### src/rtl/fir_pkg.sv
package fir_pkg;
    localparam int N_ERR   = 13;
    localparam int N_CLASS = 4;
    localparam int ADDR_W  = 4;

    typedef logic [N_ERR-1:0]  errvec_t;
    typedef logic [ADDR_W-1:0] off_t;

    localparam off_t OFF_FAULT     = 4'h0;
    localparam off_t OFF_FAULT_SET = 4'h1;
    localparam off_t OFF_MASK      = 4'h2;
    localparam off_t OFF_MASK_SET  = 4'h3;
    localparam off_t OFF_ROUTE0    = 4'h4;
    localparam off_t OFF_FIRST     = 4'h8;
    localparam off_t OFF_RPT0      = 4'hC;
    localparam off_t OFF_RPT1      = 4'hE;

    typedef struct packed {
        logic               fault_clr;
        logic               fault_set;
        logic               mask_clr;
        logic               mask_set;
        logic [N_CLASS-1:0] route_wr;
        logic               first_clr;
        logic               rpt0_clr;
        logic               rpt1_clr;
    } wr_dec_t;

    function automatic errvec_t lowest_set(input errvec_t v);
        return v & (~v + errvec_t'(1));
    endfunction
endpackage

### src/rtl/fir_sticky_reg.sv
module fir_sticky_reg
    import fir_pkg::*;
(
    input  logic    clk,
    input  logic    rst,
    input  logic    clr_en,
    input  logic    set_en,
    input  errvec_t wdata,
    input  errvec_t hw_set,
    output errvec_t q,
    output errvec_t d
);
    always_comb begin
        d = q;
        if (clr_en) d = d & wdata;
        if (set_en) d = d | wdata;
        d = d | hw_set;
    end

    always_ff @(posedge clk) begin
        if (rst) q <= '0;
        else     q <= d;
    end

    AST_STICKY_HOLD: assert property (@(posedge clk) disable iff (rst)
        !clr_en |=> ((q & $past(q)) == $past(q)));
    AST_HW_SET_WINS: assert property (@(posedge clk) disable iff (rst)
        (|hw_set) |=> ((q & $past(hw_set)) == $past(hw_set)));
    AST_OR_SET_LANDS: assert property (@(posedge clk) disable iff (rst)
        set_en |=> ((q & $past(wdata)) == $past(wdata)));
endmodule

### src/rtl/fir_first_capture.sv
module fir_first_capture
    import fir_pkg::*;
(
    input  logic    clk,
    input  logic    rst,
    input  errvec_t fault_q,
    input  errvec_t fault_d,
    input  errvec_t mask_q,
    input  logic    first_clr,
    input  logic    rpt0_clr,
    input  logic    rpt1_clr,
    output errvec_t first_q,
    output errvec_t rpt0_q,
    output errvec_t rpt1_q
);
    logic arrive;
    assign arrive = (fault_q == '0) && (fault_d != '0);

    always_ff @(posedge clk) begin
        if (rst) begin
            first_q <= '0;
            rpt0_q  <= '0;
            rpt1_q  <= '0;
        end else if (arrive) begin
            first_q <= lowest_set(fault_d);
            rpt0_q  <= fault_d;
            rpt1_q  <= mask_q;
        end else begin
            if (first_clr) first_q <= '0;
            if (rpt0_clr)  rpt0_q  <= '0;
            if (rpt1_clr)  rpt1_q  <= '0;
        end
    end

    AST_FIRST_ONEHOT: assert property (@(posedge clk) disable iff (rst)
        $onehot0(first_q));
    AST_FIRST_FROZEN: assert property (@(posedge clk) disable iff (rst)
        ((fault_q != '0) && !first_clr) |=> $stable(first_q));
    AST_RPT_FROZEN: assert property (@(posedge clk) disable iff (rst)
        ((fault_q != '0) && !rpt0_clr) |=> $stable(rpt0_q));
endmodule

### src/rtl/fir_attn_router.sv
module fir_attn_router
    import fir_pkg::*;
(
    input  logic                           clk,
    input  logic                           rst,
    input  logic [N_CLASS-1:0]             route_wr,
    input  errvec_t                        wdata,
    input  errvec_t                        fault_q,
    input  errvec_t                        mask_q,
    output logic [N_CLASS-1:0][N_ERR-1:0]  route_q,
    output logic [N_CLASS-1:0]             attn
);
    errvec_t live;
    assign live = fault_q & ~mask_q;

    for (genvar c = 0; c < N_CLASS; c++) begin : g_class
        always_ff @(posedge clk) begin
            if (rst)              route_q[c] <= '0;
            else if (route_wr[c]) route_q[c] <= wdata;
        end
        assign attn[c] = |(live & route_q[c]);
    end

    AST_ATTN_QUIET: assert property (@(posedge clk) disable iff (rst)
        ((fault_q & ~mask_q) == '0) |-> (attn == '0));
endmodule

### src/rtl/fault_attn_hub.sv
module fault_attn_hub
    import fir_pkg::*;
(
    input  logic                  clk,
    input  logic                  rst,
    input  logic [ADDR_W-1:0]     reg_addr,
    input  logic                  reg_we,
    input  logic [N_ERR-1:0]      reg_wdata,
    output logic [N_ERR-1:0]      reg_rdata,
    input  logic [N_ERR-1:0]      err_in,
    output logic [N_CLASS-1:0]    attn
);
    wr_dec_t dec;
    errvec_t fault_q, fault_d, mask_q, mask_d;
    errvec_t first_q, rpt0_q, rpt1_q;
    logic [N_CLASS-1:0][N_ERR-1:0] route_q;

    always_comb begin
        dec = '0;
        if (reg_we) begin
            dec.fault_clr = (reg_addr == OFF_FAULT);
            dec.fault_set = (reg_addr == OFF_FAULT_SET);
            dec.mask_clr  = (reg_addr == OFF_MASK);
            dec.mask_set  = (reg_addr == OFF_MASK_SET);
            dec.first_clr = (reg_addr == OFF_FIRST);
            dec.rpt0_clr  = (reg_addr == OFF_RPT0);
            dec.rpt1_clr  = (reg_addr == OFF_RPT1);
            for (int c = 0; c < N_CLASS; c++)
                dec.route_wr[c] = (reg_addr == OFF_ROUTE0 + off_t'(c));
        end
    end

    fir_sticky_reg u_fault (
        .clk(clk), .rst(rst),
        .clr_en(dec.fault_clr), .set_en(dec.fault_set),
        .wdata(reg_wdata), .hw_set(err_in),
        .q(fault_q), .d(fault_d)
    );

    fir_sticky_reg u_mask (
        .clk(clk), .rst(rst),
        .clr_en(dec.mask_clr), .set_en(dec.mask_set),
        .wdata(reg_wdata), .hw_set('0),
        .q(mask_q), .d(mask_d)
    );

    fir_first_capture u_first (
        .clk(clk), .rst(rst),
        .fault_q(fault_q), .fault_d(fault_d), .mask_q(mask_q),
        .first_clr(dec.first_clr), .rpt0_clr(dec.rpt0_clr), .rpt1_clr(dec.rpt1_clr),
        .first_q(first_q), .rpt0_q(rpt0_q), .rpt1_q(rpt1_q)
    );

    fir_attn_router u_route (
        .clk(clk), .rst(rst),
        .route_wr(dec.route_wr), .wdata(reg_wdata),
        .fault_q(fault_q), .mask_q(mask_q),
        .route_q(route_q), .attn(attn)
    );

    always_comb begin
        reg_rdata = '0;
        case (reg_addr)
            OFF_FAULT: reg_rdata = fault_q;
            OFF_MASK:  reg_rdata = mask_q;
            OFF_FIRST: reg_rdata = first_q;
            OFF_RPT0:  reg_rdata = rpt0_q;
            OFF_RPT1:  reg_rdata = rpt1_q;
            default: begin
                for (int c = 0; c < N_CLASS; c++)
                    if (reg_addr == OFF_ROUTE0 + off_t'(c)) reg_rdata = route_q[c];
            end
        endcase
    end

    logic unused_mask_d;
    assign unused_mask_d = |mask_d;

    AST_ALIAS_READS_ZERO: assert property (@(posedge clk) disable iff (rst)
        ((reg_addr == OFF_FAULT_SET) || (reg_addr == OFF_MASK_SET)) |-> (reg_rdata == '0));
    AST_RESET_QUIET: assert property (@(posedge clk)
        $past(rst) |-> (attn == '0));
endmodule

### config.mk
export PLATFORM = sky130hd
export DESIGN_NAME = fault_attn_hub
export DESIGN_NICKNAME = d
export VERILOG_FILES = /design/src/rtl/fir_pkg.sv /design/src/rtl/fir_sticky_reg.sv /design/src/rtl/fir_first_capture.sv /design/src/rtl/fir_attn_router.sv /design/src/rtl/fault_attn_hub.sv
export SDC_FILE = /design/constraint.sdc
export NUM_CORES = 1
export LEC_CHECK = 0
export ABC_AREA = 0
export ABC_CLOCK_PERIOD_IN_PS = 3400
export BUFFER_PORTS_ARGS = -buffer_cell sky130_fd_sc_hd__buf_4
export CORE_MARGIN = 5
export CORE_UTILIZATION = 45
export DETAILED_ROUTE_END_ITERATION = 6
export SLEW_MARGIN = 40
export SYNTH_ARGS = -nofsm -noshare
export SYNTH_HDL_FRONTEND = slang
export SYNTH_SLANG_ARGS = --single-unit
### constraint.sdc
create_clock -name clk -period 3.4 [get_ports clk]
set_input_delay 0.51 -clock clk [delete_from_list [all_inputs] [get_ports clk]]
set_output_delay 0.51 -clock clk [all_outputs]
set_load 0.02 [all_outputs]
**After elaboration in Yosys (flattened, before gate mapping)**

Cells that the tools add are included.

- Add/subtract/negate cells: 1
- Multipliers: 0
- Divide/modulo/power cells: 0
- $lt $le $gt $ge: 0
- Eq/ne operators: 10
- Shifts and indexed selects: 0
- Mux-type cells: 16
- Bitwise operators: 13
- Reduce and logical (&&, ||, !) cells: 11

Operators by type and width:

| cell | count |
|---|---|
| $mux 13 | 14 |
| $and 13x13->13 | 8 |
| $pmux 13 s5 | 1 |
| $reduce_or 13->1 | 4 |
| $or 13x13->13 | 3 |
| $not 13->13 | 2 |
| $eq 4x3->1 const B | 4 |
| $add 13x1->13 const B | 1 |
| $logic_not 13->1 | 1 |
| $reduce_bool 13->1 | 1 |
| $eq 4x4->1 const B | 3 |
| $mux 11 | 1 |
| $eq 4x2->1 const B | 2 |
| $reduce_bool 2->1 | 3 |
| $eq 4x1->1 const B | 1 |
| $logic_not 4->1 | 1 |
| $logic_and 1x1->1 | 1 |

- Bits in registers: 117
- Bits in latches: 0
- Memory bits (writable): 0
- Bits in read-only memories: 0
- Bits of input ports: 33
- Output and inout port bits: 17
- Logic and storage cells: 60
- Memories: 0

**Longest topological paths before layout**

Gate-level depths: netlist of run 1.

- Depth in word-level cells: 10
- Depth in mapped cells: 10
- Depth with buffers taken out: 7

**Modules after synthesis**

Synthesis of run 1 repeated with hierarchy kept, for this count alone.

- Cell total of the unflattened synthesis: 737
- Area, all modules: 6666.4 um^2

Modules (own cells, without submodules):

| module | instances | cells each | area each (um^2) | sequential area each (um^2) |
|---|---|---|---|---|
| fir_attn_router | 1 | 215 | 2168.3 | 1041.0 |
| fir_first_capture | 1 | 186 | 1853.0 | 780.7 |
| fault_attn_hub | 1 | 174 | 1336.3 | 0.0 |
| fir_sticky_reg | 2 | 81 | 654.4 | 260.2 |

**Worst setup path after synthesis of run 1**

OpenSTA, ideal clock, no wires.

- Kind: input port to flip-flop
- Start point: in reg_we
- End point: reg u_first.rpt1_q[10]
- Setup time: 0.117 ns
- Data arrival time: 2.672 ns
- Data required time: 3.283 ns
- Slack: 0.612 ns
- Cell stages on the path: 10
- Path buffers: 3
- Cells stage by stage: buf_4 -> or4b_4 -> buf_6 -> nor4_4 -> nor3_1 -> nor4b_4 -> nand4_2 -> and2_1 -> buf_2 -> a22o_1

- Longest elaborated chain between the ends: 8
- Elaborated cells between the ends (all ways): 9
- Classes of those cells: mux: 4; bitwise: 2; reduce/logical: 3

Ends and longest elaborated chain:

| element | line | text |
|---|---|---|
| start: declaration | fault_attn_hub.sv:7 | `input logic reg_we,` |
| $mux 11 * | fault_attn_hub.sv:20 | `if (reg_we) begin` |
| $mux 13 | fir_sticky_reg.sv:15 | `if (clr_en) d = d & wdata;` |
| $or 13x13->13 | fir_sticky_reg.sv:16 | `if (set_en) d = d \| wdata;` |
| $mux 13 | fir_sticky_reg.sv:16 |  |
| $or 13x13->13 | fir_sticky_reg.sv:17 | `d = d \| hw_set;` |
| $reduce_bool 13->1 | fir_first_capture.sv:17 | `assign arrive = (fault_q == '0) && (fault_d != '0);` |
| $logic_and 1x1->1 | fir_first_capture.sv:17 |  |
| $mux 13 or $reduce_bool 2->1 (tied branches) | -- |  |
| end signal: assignment | fir_first_capture.sv:27 | `rpt1_q <= mask_q;` |
| end: declaration | fir_first_capture.sv:14 | `output errvec_t rpt1_q` |

Every way passes the cells marked *; elsewhere a longest branch is shown, timed or not.
A chain may end at the register's enable or synchronous reset.

**Worst setup path after layout of run 1**

- Start point: in reg_addr[3]
- End point: reg u_first.rpt1_q[0]

- Longest elaborated chain between the ends: 9
- Elaborated cells between the ends (all ways): 12
- Classes of those cells: eq/ne: 2; mux: 4; bitwise: 2; reduce/logical: 4

Ends and longest elaborated chain:

| element | line | text |
|---|---|---|
| start: declaration | fault_attn_hub.sv:6 | `input logic [ADDR_W-1:0] reg_addr,` |
| $logic_not 4->1 | fault_attn_hub.sv:21 | `dec.fault_clr = (reg_addr == OFF_FAULT);` |
| $mux 11 * | fault_attn_hub.sv:20 |  |
| $mux 13 | fir_sticky_reg.sv:15 |  |
| $or 13x13->13 | fir_sticky_reg.sv:16 |  |
| $mux 13 | fir_sticky_reg.sv:16 |  |
| $or 13x13->13 | fir_sticky_reg.sv:17 |  |
| $reduce_bool 13->1 | fir_first_capture.sv:17 |  |
| $logic_and 1x1->1 | fir_first_capture.sv:17 |  |
| $mux 13 or $reduce_bool 2->1 (tied branches) | -- |  |

Marked as above.

==> results of run 1 <==
worst min-delay path, stage by stage:
cell and delay (ns):
buf_4 0.08, a21oi_2 0.07, nor2_1 0.08
cell type report:
class | instances | area share [%]
Multi-Input combinational cell | 495 | 46.3
Sequential cell | 117 | 34.1
Timing Repair Buffer | 68 | 7.62
Clock buffer | 23 | 6.96
Tap cell | 172 | 3.14
Clock inverter | 9 | 1.82
Inverter | 1 | 0.0547
how the worst max path moves through the flow:
stage / end / slack [ns] / cells after the start / start
final: u_first.rpt1_q[0] / 0.46 / 7 / reg_addr[3]
after floorplan: u_first.rpt1_q[10] / 0.61 / 10 / reg_we
after CTS: reg_rdata[11] / 0.52 / 8 / reg_addr[1]
after detailed placement: u_first.rpt1_q[5] / 0.15 / 7 / reg_addr[3]
after global routing: u_first.rpt1_q[11] / 0.39 / 7 / reg_addr[3]
after global placement: u_first.rpt1_q[2] / 0.18 / 8 / reg_addr[3]
state kept, by name, indices dropped and copies added (netlist names):
name and flops:
u_route.route_q 52, u_fault.q 13, u_first.first_q 13, u_first.rpt0_q 13
u_first.rpt1_q 13, u_mask.q 13
power breakdown:
group	total, mW	internal, mW	switching [mW]
clock network	1.85	1.20	0.646
registers	1.44	1.40	0.0435
logic	0.392	0.135	0.257
total	3.68	2.74	0.946
cells in the mapped netlist (all sizes together), types with 5 or more instances:
| cell type | number |
|---|---|
| mux2i | 40 |
| a221oi | 9 |
| nand2b | 5 |
| buf | 10 |
| nand3 | 14 |
| a22o | 33 |
| clkbuf | 37 |
| a211oi | 19 |
| a21o | 5 |
| a21oi | 43 |
| or3 | 5 |
| a41oi | 12 |
| and3 | 5 |
| nor4 | 10 |
| mux2 | 12 |
| o21ai | 34 |
| dfxtp | 117 |
| nor3 | 16 |
| nand2 | 69 |
| nor2b | 20 |
| nor2 | 76 |
| a22oi | 36 |
cell usage in the layout, fill, tap and decap left out, types with 3 or more instances in the layout:
cell / netlist / routed
dfxtp_1: 117 / 117
nor2_1: 76 / 75
nand2_1: 69 / 69
buf_4: 2 / 67
a21oi_1: 42 / 42
mux2i_1: 40 / 40
a22oi_1: 36 / 36
a22o_1: 33 / 33
o21ai_0: 31 / 31
nor2b_1: 20 / 20
a211oi_1: 19 / 19
clkbuf_16: 0 / 17
nor3_1: 16 / 16
nand3_1: 14 / 14
mux2_2: 12 / 12
a41oi_1: 12 / 12
a221oi_1: 8 / 8
nor4_1: 8 / 7
nand2b_1: 5 / 5
and3_1: 5 / 5
or3_1: 5 / 5
a21o_1: 5 / 5
a222oi_1: 4 / 4
a32o_1: 4 / 4
a31oi_1: 4 / 4
clkinv_2: 0 / 4
nand4_1: 3 / 3
o21ai_1: 3 / 3
clkbuf_8: 0 / 3
clkbuf_1: 37 / 3
bufinv_16: 0 / 3
kinds of logic after synthesis:
logic type	Yosys count	share of synthesized area (%)
AOI/OAI and AO/OA	208	25.9
DFF	117	41.0
buffers and inverters	48	3.64
muxes	52	9.38
and+or+nand+nor	235	20.0
per-layer routing:
metal / vias to the layer above / track usage (%) / share of wire (%)
met4: 0 / 13.2 / 4.1
met2: 371 / 41.7 / 43
li1: 2558 / - / -
met1: 2692 / 40.6 / 42
met5: - / 0 / 0
met3: 71 / 7.05 / 10
through the flow:
step           hold slack (ns)  cells
3_3_place_gp             0.443    853
5_1_grt                  0.363    885
6_report                 0.358    885
2_1_floorplan            0.426    660
3_5_place_dp             0.445    853
4_1_cts                  0.343    885
==> flow_summary.yaml, run 1 <==
run:
  drv_cap: 0
synth:
  synth_top_area_share_pct: 41.0
  synth_seq_cells: 117
  synthesis.area_mm2: 0.00571
  yosys.area.top_type: "dfxtp_1"
  yosys-top-cells-area: "dfxtp_1 41%, mux2i_1 7.0%, a22o_1 5.1%, nor2_1 5.0%, a22oi_1 4.7%"
  synth_seq_area_share_pct: 41.0
  synth_area_per_cell_um2: 8.65
  yosysWarnings: 0
  synthesis.instances: 660
  syn_nets: 693
  async_flop_share_pct: 0
  ys_types: 48
  synth_edf_count: 0
  ys_dominant_reg_cell: "dfxtp_1"
route:
  vias: 5692
  drc: 0
  viasPerCell: 6.43
  dr.pass1.iters: 6
  ant_nets: 0
  drt_iter0_drc: 792
  wl_per_cell_um: 23.7
  drt-total-wl_um: 21000
worst_setup_path:
  critPathMaxFanout: 13
  required_ns: 3.77
  reg2reg_from: "u_fault.q[4]"
  worst-r2r-setup-slack_ns: 0.79
  crit_arrival_ns: 3.31
  crit_type: "input port to flip-flop"
  reg2reg_depth: 5
  critPathLaunchType: "input port"
  rr_endpoint: "u_first.rpt1_q[6]"
  crit_family: "compound AO/OA/AOI/OAI gates"
  slowest_delay_ns: 0.69
  crit_path_end_kind: "flip-flop"
  cp_cell_sequence: "buf_4 -> or4b_4 -> a2111oi_2 -> and4bb_2 -> nand4_2 -> a221oi_4 -> a22o_1"
  critPathSlowestCell: "a221oi_4"
  path_buf_inv: 1
cts:
  clockBufferDepth: 2
  cts.sinks: 117
  insertion_delay_ns: 0.43
  postCtsHoldBufs: 0
  cts_resized: 0
  cts_root_buffer: "clkbuf_16"
  path_clk_slew_ns: 0.05
  cts_setup_buffers: 0
  htreeDepth: 4
  cts_buffers: 17
  cts_tree: "built"
timing:
  hold_viol: 0
  fin_ws_ns: 0.458
  fin_worst_skew_ns: 0.00494
  max-slew-margin-rel_pct: 47.7
  clock.fmax_ghz: 0.340
  fin_crit_sh_pct: 86.5
  fin_setup_tns_ns: 0
  final-setup-viol-count: 0
  rsz0062_at_grt: "false"
  worst_pin_slew_ns: 0.785
  period_needed_ns: 2.94
  final_max_slew_viol_count: 0
placed_design:
  placed_area_mm2: 0.00626
  place_ws_ns: 0.153
  gp_congestion: 0.900
  io_buffers: 49
  dp_hpwl_um: 15000
floorplan:
  dieArea_mm2: 0.0150
  dieHeight_um: 123
  die_w_um: 123
  core_mm2: 0.0125
  ios: 50
  initial_core_util_pct: 45.6
  rows: 41
final_layout:
  diodes: 0
  multi_input_area_mm2: 0.00318
  finalInstanceArea_mm2: 0.00686
  num-nets-final: 733
  fin_util_pct: 54.8
  drive_above_1_share_pct: 17.0
  syn2layout_area_growth_pct: 20.2
  regArea_mm2: 0.00234
  fillers: 1213
pwr:
  vdd_drop_max_mv: 0.352
  powerDensity_mw_per_mm2: 537
  p_leak_nw: 2.61
  finalPower_mw: 3.68
hold_path:
  whs_endpoint: "u_fault.q[4]"
  min_from: "err_in[4]"
  hold_path.class: "input port to flip-flop"
  whs_path_depth: 3
run_status:
  status: "complete, no violations"
grt:
  grt_pass1_wl_um: 32000
  antenna_found_initial: 0
  gr-usage-all-layers_pct: 28.9
  grt_start_max_net_pins: 47
  first_global_vias: 5363
  grt-ovfl-total: 0
Power figures use the tool's default switching activity.
==> inputs of run 2 (changes only) <==
--- a/config.mk
+++ b/config.mk
@@ -8,9 +8,13 @@
 export ABC_AREA = 0
 export ABC_CLOCK_PERIOD_IN_PS = 3400
 export BUFFER_PORTS_ARGS = -buffer_cell sky130_fd_sc_hd__buf_4
+export CELL_PAD_IN_SITES_DETAIL_PLACEMENT = 1
+export CELL_PAD_IN_SITES_GLOBAL_PLACEMENT = 1
 export CORE_MARGIN = 5
 export CORE_UTILIZATION = 45
 export DETAILED_ROUTE_END_ITERATION = 6
+export PLACE_DENSITY_LB_ADDON = 0.1
+export RECOVER_POWER = 25
 export SLEW_MARGIN = 40
 export SYNTH_ARGS = -nofsm -noshare
 export SYNTH_HDL_FRONTEND = slang
==> run 2 against run 1 <==
- sequential share of layout area shrank 0.17 points
- routed wire length grew 14%
- setup slack lost 0.23 ns
- critical endpoint is now u_first.rpt1_q[11]
- highest routed layer unchanged
==> flow_summary.yaml, run 2 (synthesized netlist as in run 1, its figures left out) <==
floorplan:
  initial_core_util_pct: 45.6
  ios: 50
  rows: 41
  die_w_um: 123
  dieArea_mm2: 0.0150
  core_mm2: 0.0125
  dieHeight_um: 123
worst_setup_path:
  worstSetupPathDepth: 9
  critPathLaunchType: "input port"
  cp_cell_sequence: "buf_4 -> or4b_4 -> o21ai_1 -> a22oi_1 -> nor4b_1 -> nand4_2 -> buf_4 -> a221oi_4 -> a22o_1"
  rr_endpoint: "u_first.rpt1_q[11]"
  critPathSlowestCell: "a221oi_4"
  critPathMaxFanout: 13
  required_ns: 3.77
  reg2reg_from: "u_fault.q[9]"
  crit_path_end_kind: "flip-flop"
  worst-r2r-setup-slack_ns: 0.66
  path_buf_inv: 2
  slowest_delay_ns: 0.72
  crit_arrival_ns: 3.54
  crit_top_cell: "buf_4"
  crit_type: "input port to flip-flop"
  crit_family: "compound AO/OA/AOI/OAI gates"
  reg2reg_depth: 7
final_layout:
  regMostFlops: "u_route.route_q"
  drive_above_1_share_pct: 17.2
  fin_util_pct: 55.1
  largest_reg_flops: 52
  regArea_mm2: 0.00234
  diodes: 0
  fillers: 1523
  multi_input_area_mm2: 0.00318
  instances_no_fill: 894
  syn2layout_area_growth_pct: 20.8
  final_cell_mix: "117 x dfxtp_1, 76 x nor2_1, 71 x buf_4"
  final_common_cell: "dfxtp_1"
  num-nets-final: 743
placed_design:
  io_buffers: 49
  place_ws_ns: -0.123
  dp_hpwl_um: 16700
  gp_congestion: 0.910
  dp_cells: 863
hold_path:
  whs_endpoint: "u_route.route_q[37]"
  hold_path.class: "input port to flip-flop"
  whs_path_depth: 3
  min_from: "reg_wdata[11]"
pwr:
  powerDensity_mw_per_mm2: 529
  netSwitchingPower_mw: 0.983
  vdd_drop_max_mv: 0.283
  intPower_mw: 2.67
  p_leak_nw: 2.63
  p_comb_share_pct: 11.4
  p_clk_share_pct: 49.1
  finalPower_mw: 3.65
  switching_share_pct: 26.9
  seq_power_share_pct: 39.5
cts:
  htreeDepth: 4
  cts.sinks: 117
  path_clk_slew_ns: 0.06
  clockBufferDepth: 2
  cts_tree: "built"
  cts_resized: 0
  postCtsHoldBufs: 0
  cts_buffers: 17
  cts_root_buffer: "clkbuf_16"
  insertion_delay_ns: 0.43
  cts_setup_buffers: 0
grt:
  gr-usage-all-layers_pct: 32.2
  antenna_found_initial: 1
  grt_start_max_net_pins: 51
  grt-ovfl-total: 0
  first_global_vias: 5827
  grt_pass1_wl_um: 35500
timing:
  final-setup-viol-count: 0
  rsz0062_at_grt: "false"
  fin_ws_ns: 0.226
  final_max_slew_viol_count: 0
  hold_viol: 0
  fin_crit_sh_pct: 93.4
  fin_worst_skew_ns: 0.00603
  worst_pin_slew_ns: 1.20
  period_needed_ns: 3.17
  clock.fmax_ghz: 0.315
  fin_setup_tns_ns: 0
  max-slew-margin-rel_pct: 19.9
route:
  dr.pass1.iters: 5
  ant_nets: 0
  wl_per_cell_um: 26.6
  drc: 0
  vias: 5874
  drt_iter0_drc: 621
  drt-total-wl_um: 23800
  viasPerCell: 6.57
run:
  drv_cap: 0
run_status:
  status: "complete, no violations"
-- run 2: layout make-up --
type | count | share of cell area (%)
Timing Repair Buffer | 78 | 8.34
Multi-Input combinational cell | 495 | 46.2
Tap cell | 172 | 3.12
Sequential cell | 117 | 33.9
Inverter | 1 | 0.0544
Clock inverter | 8 | 1.45
Clock buffer | 23 | 6.93
-- run 2: routing by layer --
metal	part of all wire (%)	track usage [%]
met5	0	0
met4	3.8	13.3
met3	8.0	7.14
met2	45	49.3
met1	43	43.8
-- run 2: worst max-delay path by stage --
stage	from	to	slack, ns
floorplan	reg_we	u_first.rpt1_q[10]	0.61
global placement	reg_addr[3]	u_first.rpt0_q[2]	-0.06
detailed placement	reg_addr[3]	u_first.rpt1_q[9]	-0.12
CTS	reg_addr[3]	u_first.rpt1_q[11]	0.29
global route	reg_addr[3]	u_first.rpt1_q[9]	0.16
finish	reg_addr[3]	u_first.rpt1_q[11]	0.23
-- run 2: worst register-to-register path, delay by kind of cell (launching register included) --
family,cells,cell delay [ns]
AOI/OAI and AO/OA,3,1.34
and+or+nand+nor,3,0.74
DFF,1,0.42
buffers and inverters,1,0.19
-- run 2: power groups by stage --
stage	logic, mW	registers (mW)	clock network, mW
global route	0.436	1.44	1.85
finish	0.416	1.44	1.79
global placement	0.397	1.47	0
CTS	0.409	1.44	1.79
floorplan	0.221	1.45	0
detailed placement	0.406	1.47	0
-- run 2: through the flow --
stage,instance area [um2],hold WS (ns)
global placement,6330,0.438
floorplan,5710,0.426
finish,6900,0.383
detailed placement,6340,0.455
global route,6900,0.393
CTS,6920,0.374
==> inputs of run 3 (changes only) <==
--- a/config.mk
+++ b/config.mk
@@ -12,8 +12,9 @@
 export CELL_PAD_IN_SITES_GLOBAL_PLACEMENT = 1
 export CORE_MARGIN = 5
 export CORE_UTILIZATION = 45
+export CTS_CLUSTER_DIAMETER = 80
 export DETAILED_ROUTE_END_ITERATION = 6
-export PLACE_DENSITY_LB_ADDON = 0.1
+export PLACE_DENSITY_LB_ADDON = 0.05
 export RECOVER_POWER = 25
 export SLEW_MARGIN = 40
 export SYNTH_ARGS = -nofsm -noshare
==> run 3 against run 2 <==
- setup slack improved by 0.11 ns
- combinational power is 3% lower
- cell count shrank 0.78%
- utilization is 0.54 points lower
- sequential share of layout area grew 0.34 points
- register-to-register slack gained 0.14 ns
- global-route usage hardly changed
- clock power hardly changed
- die area did not move
- sequential power barely moved
- count of clock-buffer cells in the layout is the same
- design area shrank 0.98%
==> flow_summary.yaml, run 3 (synthesized netlist as in run 1, its figures left out) <==
worst_setup_path:
  worst-r2r-setup-slack_ns: 0.80
  slowest_delay_ns: 0.55
  cp_cell_sequence: "clkbuf_1 -> buf_4 -> nor2b_1 -> nand2_1 -> o21ai_0 -> a22oi_1 -> o21ai_0 -> buf_4"
  path_buf_inv: 3
  reg2reg_from: "u_fault.q[10]"
  startpoint: "reg_addr[1]"
  critPathMaxFanout: 35
  crit_family: "buffers and inverters"
  rr_endpoint: "u_first.rpt1_q[0]"
  crit_arrival_ns: 2.55
  crit_path_end_kind: "output port"
  required_ns: 2.89
  crit_type: "input port to output port"
  worstSetupPathDepth: 8
  reg2reg_depth: 6
  critPathSlowestCell: "o21ai_0"
  critPathLaunchType: "input port"
route:
  wl_per_cell_um: 26.5
  ant_nets: 0
  viasPerCell: 6.59
  drt-total-wl_um: 23500
  dr.pass1.iters: 6
  vias: 5844
  drt_iter0_drc: 756
  drc: 0
cts:
  cts.sinks: 117
  cts_tree: "built"
  cts_resized: 0
  clockBufferDepth: 2
  cts_buffers: 17
  path_clk_slew_ns: 0.06
  cts_root_buffer: "clkbuf_16"
  insertion_delay_ns: 0.42
  cts_setup_buffers: 0
  htreeDepth: 4
  postCtsHoldBufs: 0
timing:
  max-slew-margin-rel_pct: 20.9
  worst_pin_slew_ns: 1.19
  period_needed_ns: 3.06
  rsz0062_at_grt: "false"
  final-setup-viol-count: 0
  fin_ws_ns: 0.339
  final_max_slew_viol_count: 0
  fin_worst_skew_ns: 0.00410
  fin_setup_tns_ns: 0
  fin_crit_sh_pct: 90.0
  hold_slack_ns: 0.401
  clock.fmax_ghz: 0.327
  hold_viol: 0
placed_design:
  dp_hpwl_um: 16700
  io_buffers: 49
  place_ws_ns: 0.107
  placed_area_mm2: 0.00627
  dp_cells: 856
  gp_congestion: 0.978
hold_path:
  hold_path.class: "input port to flip-flop"
  whs_path_depth: 3
  min_from: "reg_wdata[0]"
  whs_endpoint: "u_route.route_q[26]"
floorplan:
  rows: 41
  core_mm2: 0.0125
  ios: 50
  initial_core_util_pct: 45.6
  dieArea_mm2: 0.0150
  dieHeight_um: 123
  die_w_um: 123
final_layout:
  finalInstanceArea_mm2: 0.00683
  syn2layout_area_growth_pct: 19.6
  final_cell_mix: "117 x dfxtp_1, 76 x nor2_1, 69 x nand2_1"
  diodes: 0
  num-nets-final: 736
  multi_input_area_mm2: 0.00317
  regArea_mm2: 0.00234
  largest_reg_flops: 52
  drive_above_1_share_pct: 16.5
  regMostFlops: "u_route.route_q"
  final_common_cell: "dfxtp_1"
  instances_no_fill: 887
  fin_util_pct: 54.6
  fillers: 1509
grt:
  grt_pass1_wl_um: 35800
  grt-ovfl-total: 0
  antenna_found_initial: 0
  first_global_vias: 5768
  grt_start_max_net_pins: 68
  gr-usage-all-layers_pct: 32.2
pwr:
  finalPower_mw: 3.63
  p_leak_nw: 2.60
  powerDensity_mw_per_mm2: 532
  vdd_drop_max_mv: 0.441
run:
  drv_cap: 0
run_status:
  status: "complete, no violations"
-- run 3: cell types whose count changed in the layout (fill, tap and decap cells not counted) --
cell        previous run  this run
clkinvlp_4             1         2
clkbuf_1               9         6
nor4b_4                2         1
clkinv_4               2         1
a21boi_1               1         2
a21boi_2               1         0
clkbuf_8               3         4
nor4b_1                1         2
buf_4                 71        67
buf_12                 1         0
-- run 3: report_power, final --
part | total, mW | switching [mW] | internal, mW
registers | 1.44 | 0.0437 | 1.40
clock network | 1.79 | 0.639 | 1.15
logic | 0.405 | 0.271 | 0.134
total | 3.63 | 0.954 | 2.68
-- run 3: routing by layer --
layer | vias up | track usage [%] | share of wire, %
met4 | 0 | 11.1 | 2.6
met2 | 309 | 49.3 | 45
met1 | 2930 | 43.5 | 43
met5 | - | 0 | 0
li1 | 2560 | - | -
met3 | 45 | 9.40 | 9.3
-- run 3: cell type report --
type / instances / share of cell area [%]
clock inverters: 8 / 1.45
repair buffers: 71 / 7.58
well taps: 172 / 3.15
clock buffers: 23 / 7.14
inverters: 1 / 0.0549
flip-flops and latches: 117 / 34.3
multi-input cells: 495 / 46.3
-- run 3: worst max path at each step --
stage	to
2_1_floorplan	u_first.rpt1_q[10]
3_3_place_gp	u_first.rpt1_q[4]
3_5_place_dp	u_first.rpt1_q[2]
4_1_cts	reg_rdata[5]
5_1_grt	u_first.rpt1_q[10]
6_report	reg_rdata[11]
-- run 3: worst reg2reg max path: stages, from the launching register on --
cell and delay, ns:
dfxtp_1 0.39, a211oi_1 0.39, nor3_1 0.16, nor4b_4 0.45, nand4_2 0.24, a221oi_4 0.68
a22o_1 0.23
